**src/rtl/txdir_pkg.sv**
```systemverilog
package txdir_pkg;

  typedef enum logic [1:0] {
    ST_IDLE = 2'd0,
    ST_XMIT = 2'd1,
    ST_HOLD = 2'd2
  } dir_state_e;

  // Pin level: transmit is low by default, inverted by inv.
  function automatic logic drv_level(logic xmit, logic inv);
    return xmit ? inv : ~inv;
  endfunction

  // Interrupt condition for legacy and automatic modes.
  function automatic logic irq_cond(logic auto_on, logic fe, logic se);
    return auto_on ? (fe & se) : fe;
  endfunction

endpackage

```
**src/rtl/txdir_bitcnt.sv**
```systemverilog
module txdir_bitcnt #(
  parameter int BIT_TICKS = 16
) (
  input  logic clk,
  input  logic rst_n,
  input  logic run,
  input  logic tick,
  output logic done
);
  localparam int CNT_W = (BIT_TICKS > 1) ? $clog2(BIT_TICKS) : 1;
  localparam logic [CNT_W-1:0] LAST = CNT_W'(BIT_TICKS - 1);

  logic [CNT_W-1:0] cnt_q;

  assign done = run & tick & (cnt_q == LAST);

  always_ff @(posedge clk or negedge rst_n) begin
    if (!rst_n)         cnt_q <= '0;
    else if (!run)      cnt_q <= '0;
    else if (done)      cnt_q <= '0;
    else if (tick)      cnt_q <= cnt_q + 1'b1;
  end

endmodule

```
**src/rtl/txdir_fsm.sv**
```systemverilog
module txdir_fsm
  import txdir_pkg::*;
(
  input  logic       clk,
  input  logic       rst_n,
  input  logic       auto_en,
  input  logic       fifo_wr,
  input  logic       fifo_empty,
  input  logic       shift_empty,
  input  logic       bit_done,
  output dir_state_e state_o,
  output logic       hold_run
);
  dir_state_e state_q, state_d;
  logic drained;

  assign drained  = fifo_empty & shift_empty;
  assign hold_run = auto_en & (state_q == ST_HOLD) & drained & ~fifo_wr;
  assign state_o  = state_q;

  always_comb begin
    state_d = state_q;
    if (!auto_en)     state_d = ST_IDLE;
    else if (fifo_wr) state_d = ST_XMIT;
    else begin
      case (state_q)
        ST_XMIT: if (drained) state_d = ST_HOLD;
        ST_HOLD: begin
          if (!drained)      state_d = ST_XMIT;
          else if (bit_done) state_d = ST_IDLE;
        end
        default: state_d = ST_IDLE;
      endcase
    end
  end

  always_ff @(posedge clk or negedge rst_n) begin
    if (!rst_n) state_q <= ST_IDLE;
    else        state_q <= state_d;
  end

  AST_OFF_TO_IDLE: assert property (@(posedge clk) disable iff (!rst_n)
    !auto_en |=> state_q == ST_IDLE);
  AST_WR_TO_XMIT: assert property (@(posedge clk) disable iff (!rst_n)
    (auto_en && fifo_wr) |=> state_q == ST_XMIT);
  AST_TURN_NEEDS_BIT: assert property (@(posedge clk) disable iff (!rst_n)
    (state_q == ST_IDLE && $past(state_q) == ST_HOLD && $past(auto_en)) |-> $past(bit_done));
  AST_BUSY_STAYS_XMIT: assert property (@(posedge clk) disable iff (!rst_n)
    (auto_en && state_q == ST_HOLD && !drained) |=> state_q == ST_XMIT);

endmodule

```
**src/rtl/txdir_irq.sv**
```systemverilog
module txdir_irq
  import txdir_pkg::*;
(
  input  logic clk,
  input  logic rst_n,
  input  logic auto_en,
  input  logic fifo_empty,
  input  logic shift_empty,
  output logic tx_irq
);
  logic irq_q;

  always_ff @(posedge clk or negedge rst_n) begin
    if (!rst_n) irq_q <= 1'b0;
    else        irq_q <= irq_cond(auto_en, fifo_empty, shift_empty);
  end

  assign tx_irq = irq_q;

  AST_IRQ_WAITS_SHIFT: assert property (@(posedge clk) disable iff (!rst_n)
    (auto_en && !shift_empty) |=> !tx_irq);
  AST_IRQ_LEGACY: assert property (@(posedge clk) disable iff (!rst_n)
    (!auto_en && fifo_empty) |=> tx_irq);

endmodule

```
**src/rtl/txdir_ctrl.sv**
```systemverilog
module txdir_ctrl
  import txdir_pkg::*;
#(
  parameter int BIT_TICKS = 16
) (
  input  logic clk,
  input  logic rst_n,
  input  logic auto_en,
  input  logic pol_inv,
  input  logic fifo_wr,
  input  logic fifo_empty,
  input  logic shift_empty,
  input  logic tick16,
  output logic dir_out,
  output logic tx_irq
);
  dir_state_e state_w;
  logic       hold_run_w;
  logic       bit_done_w;
  logic       xmit_w;

  txdir_fsm u_fsm (
    .clk         (clk),
    .rst_n       (rst_n),
    .auto_en     (auto_en),
    .fifo_wr     (fifo_wr),
    .fifo_empty  (fifo_empty),
    .shift_empty (shift_empty),
    .bit_done    (bit_done_w),
    .state_o     (state_w),
    .hold_run    (hold_run_w)
  );

  txdir_bitcnt #(.BIT_TICKS(BIT_TICKS)) u_cnt (
    .clk   (clk),
    .rst_n (rst_n),
    .run   (hold_run_w),
    .tick  (tick16),
    .done  (bit_done_w)
  );

  txdir_irq u_irq (
    .clk         (clk),
    .rst_n       (rst_n),
    .auto_en     (auto_en),
    .fifo_empty  (fifo_empty),
    .shift_empty (shift_empty),
    .tx_irq      (tx_irq)
  );

  assign xmit_w  = auto_en & (state_w != ST_IDLE);
  assign dir_out = drv_level(xmit_w, pol_inv);

  AST_WR_DRIVES_PIN: assert property (@(posedge clk) disable iff (!rst_n)
    (auto_en && fifo_wr && $stable(pol_inv)) |=> (!auto_en || dir_out == pol_inv));
  AST_HOLD_KEEPS_PIN: assert property (@(posedge clk) disable iff (!rst_n)
    (auto_en && state_w == ST_HOLD) |-> dir_out == pol_inv);

endmodule

```
**config.mk**
```make
export PLATFORM = sky130hd
export DESIGN_NAME = txdir_ctrl
export DESIGN_NICKNAME = d
export VERILOG_FILES = /design/src/rtl/txdir_pkg.sv /design/src/rtl/txdir_bitcnt.sv /design/src/rtl/txdir_fsm.sv /design/src/rtl/txdir_irq.sv /design/src/rtl/txdir_ctrl.sv
export SDC_FILE = /design/constraint.sdc
export NUM_CORES = 1
export LEC_CHECK = 0
export BUFFER_PORTS_ARGS = -buffer_cell sky130_fd_sc_hd__buf_2
export CAP_MARGIN = 40
export CORE_AREA = 10 10 47 49
export DETAILED_ROUTE_END_ITERATION = 6
export DIE_AREA = 0 0 57 59
export SYNTH_ARGS = -nofsm -noshare
export SYNTH_HDL_FRONTEND = slang
export SYNTH_SLANG_ARGS = --single-unit
```
**constraint.sdc**
```tcl
create_clock -name clk -period 2.7 [get_ports clk]
set_input_delay 0.135 -clock clk [delete_from_list [all_inputs] [get_ports clk]]
set_output_delay 0.135 -clock clk [all_outputs]
set_load 0.01 [all_outputs]
```
==> results.yml <==
worst_setup_path:
  cp-startpoint: "u_fsm.state_o[0]"
  cp.depth: 3
  crit_path_max_fanout: 3
  crit_slowest_cell: "dfrtp_1"
  critPathKind: "reg2out"
  rr_worst_depth: 4
  worstPathArrival_ns: 1.18
  crit_path_end: "dir_out"
  r2r_setup_slack_ns: 1.50
  path_buf_inv: 1
  critical_path.max_stage_delay_ns: 0.41
  start_kind: "register"
  crit_chain: "o21ai_0 -> xor2_1 -> buf_2"
  endpoint_kind: "output pin"
  r2r-end: "u_fsm.state_o[1]"
  path_delay_family: "flip-flops"
  reg2reg_from: "u_cnt.cnt_q[0]"
  crit_required_ns: 2.57
clock_tree:
  cts_root_buffer: "clkbuf_4"
  cts_max_path_buffers: 2
  cts_max_level: 1
  cts_tree: "yes"
  cts.sinks: 7
  hold_buffers: 1
  cts-buffers-inserted: 3
  clkLatencyLatePin_ns: 0.25
  clkTransAtPathRegs_ns: 0.05
  cts_setup_buffers: 0
  cts_resized: 0
sta:
  tns_ns: 0
  fmax_ghz: 0.762
  hold_ws_ns: 0.103
  setup_viol: 0
  slew_headroom_pct: 85.2
  setup_slack_ns: 1.39
  slew_viol_final: 0
  worst_slew_pin_slew_ns: 0.219
  final-hold-violation-count: 0
  finalCritPeriodShare_pct: 48.6
  finalWorstPathRequiredPeriod_ns: 1.31
  rsz0062_at_grt: "no"
  fin_skew_ns: 0.00247
synth:
  synth-async-reset-ratio_pct: 100
  syn-num-nets: 44
  yosysMostFrequentCell: "dfrtp_1"
  yosys.area.top_type: "dfrtp_1"
  yosys.area.top_type_share_pct: 45.9
  avgSynthCellArea_um2: 10.9
  muxShareOfSynthArea_pct: 5.25
  synth_xor_xnor_area_share_pct: 4.59
  synth_seq_cells: 7
  yosys.area_share.simple_pct: 23.9
  synth_area_leaders: "dfrtp_1 (46%), mux2i_1 (5.2%), xor2_1 (4.6%)"
  synth-seq-area-share_pct: 45.9
  syn_area_um2: 382
  synthTopCellsByCount: "dfrtp_1 (7), nor2_1 (4)"
  synth-adder-area-share_pct: 3.28
  synth_edf_count: 0
  synth_ff_type: "dfrtp_1"
  synth.distinct_cells: 22
  synth_compound_area_share_pct: 14.1
  synthCells: 35
  synth_top_family_by_area: "simple AND/OR/NAND/NOR gates"
  yosysWarnings: 0
placement:
  place.gp.congestion: 0.669
  dp_hpwl_um: 591
  dp_slack_ns: 1.50
  numPortBuffers: 9
finish:
  areaGrowthSynthToFinish_pct: 24.6
  nFillCells: 156
  final_core_util_pct: 33.9
  n_antenna_cell: 0
  drive_gt1_share_pct: 31.3
  nNetsFinal: 58
die:
  die_h_um: 59
  ioPinCount: 10
  die-area_um2: 3360
  die_w_um: 57
  core_um2: 1400
  rows: 14
  start_util_pct: 27.2
global_routing:
  grt_pass1_vias: 307
  grt_pass1_wl_mm: 1.30
  grt_use_total_pct: 5.11
  grt-ovfl-total: 0
  grt_max_degree: 8
  antenna_found_initial: 0
drt:
  wl_um: 709
  ant_nets: 0
  wl_per_cell_um: 11.1
  drtPass1Iterations: 3
  drc_errors: 0
  via_per_inst: 4.70
  via_count: 301
  first_iter_violations: 4
pwr:
  p_leak_nw: 0.231
  finalPower_uw: 228
  power_density_nw_per_um2: 479
  vdd_drop_max_mv: 0.222
status:
  status: "finished, final reports clean"
job:
  drv.max_cap_violation_count: 0
hold_path:
  min_path_type: "in2reg"
## per-layer routing
metal  GRT usage, %  vias to the layer above  wire (um)
met2           5.27                       12        242
met5              0                        -          0
li1               -                      152          -
met3           2.15                        5         39
met1           6.70                      132        390
met4           6.04                        0         36
## kinds of logic after synthesis
family                     Yosys count
DFF                                  7
adders and majority gates            1
muxes                                2
xor gates and xnor gates             2
buffers and inverters                2
and+or+nand+nor                     13
AOI/OAI and AO/OA                    8
## area by class of cell
type / instances / area, um^2 / area share (%)
well taps: 16 / 20.0 / 4.21
flip-flops and latches: 7 / 175 / 36.8
inverters: 1 / 3.75 / 0.789
repair buffers: 10 / 55.1 / 11.6
multi-input cells: 26 / 195 / 41.1
clock buffers: 4 / 26.3 / 5.53
## stage by stage
stage               std cells  instance area, um^2
floorplan                  35                  382
global placement           59                  439
detailed placement         59                  439
CTS                        64                  475
global route               64                  475
finish                     64                  475
## worst min path at each step
stage               startpoint                to  slack (ns)  cells after the start
floorplan                rst_n    u_cnt.cnt_q[0]       -0.16                      0
global placement         rst_n  u_fsm.state_o[0]       -0.02                      1
detailed placement       rst_n  u_fsm.state_o[0]       -0.02                      1
CTS                    fifo_wr  u_fsm.state_o[0]         0.1                      2
global route           fifo_wr  u_fsm.state_o[0]        0.12                      2
finish                 fifo_wr  u_fsm.state_o[0]        0.10                      2
## layout by cell type (no fill, tap or decap)
cell | Yosys | routed
a21boi_0 | 1 | 1
a21oi_1 | 2 | 2
a2bb2oi_1 | 1 | 1
a31oi_1 | 1 | 1
a41oi_1 | 1 | 1
and2b_1 | 2 | 2
and4b_1 | 1 | 1
buf_2 | 0 | 9
clkbuf_1 | 0 | 1
clkbuf_4 | 0 | 3
dfrtp_1 | 7 | 7
dlygate4sd3_1 | 0 | 1
ha_1 | 1 | 1
inv_1 | 1 | 1
mux2i_1 | 2 | 2
nand2_1 | 1 | 1
nand3_1 | 1 | 1
nand4_1 | 1 | 1
nand4_2 | 1 | 1
nor2_1 | 4 | 4
nor2b_4 | 1 | 1
nor3_2 | 1 | 1
o21a_1 | 1 | 1
o21ai_0 | 1 | 1
xor2_1 | 2 | 2
## power breakdown
group          total, mW  switching, mW  internal, mW
Sequential         0.109        0.00148         0.107
Clock             0.0952         0.0388        0.0564
Combinational     0.0238         0.0119        0.0119
## state kept, by name, indices dropped and copies added (netlist names)
| name | cells |
|---|---|
| u_fsm.state_o | 2 |
| u_irq.tx_irq | 1 |
| u_cnt.cnt_q | 4 |
## worst reg2reg max path, stage by stage (launching register included)
cell and delay [ns]:
dfrtp_1 0.40, ha_1 0.24, nand4_1 0.11, a21oi_1 0.14, and4b_1 0.20
Power figures use the tool's default switching activity.
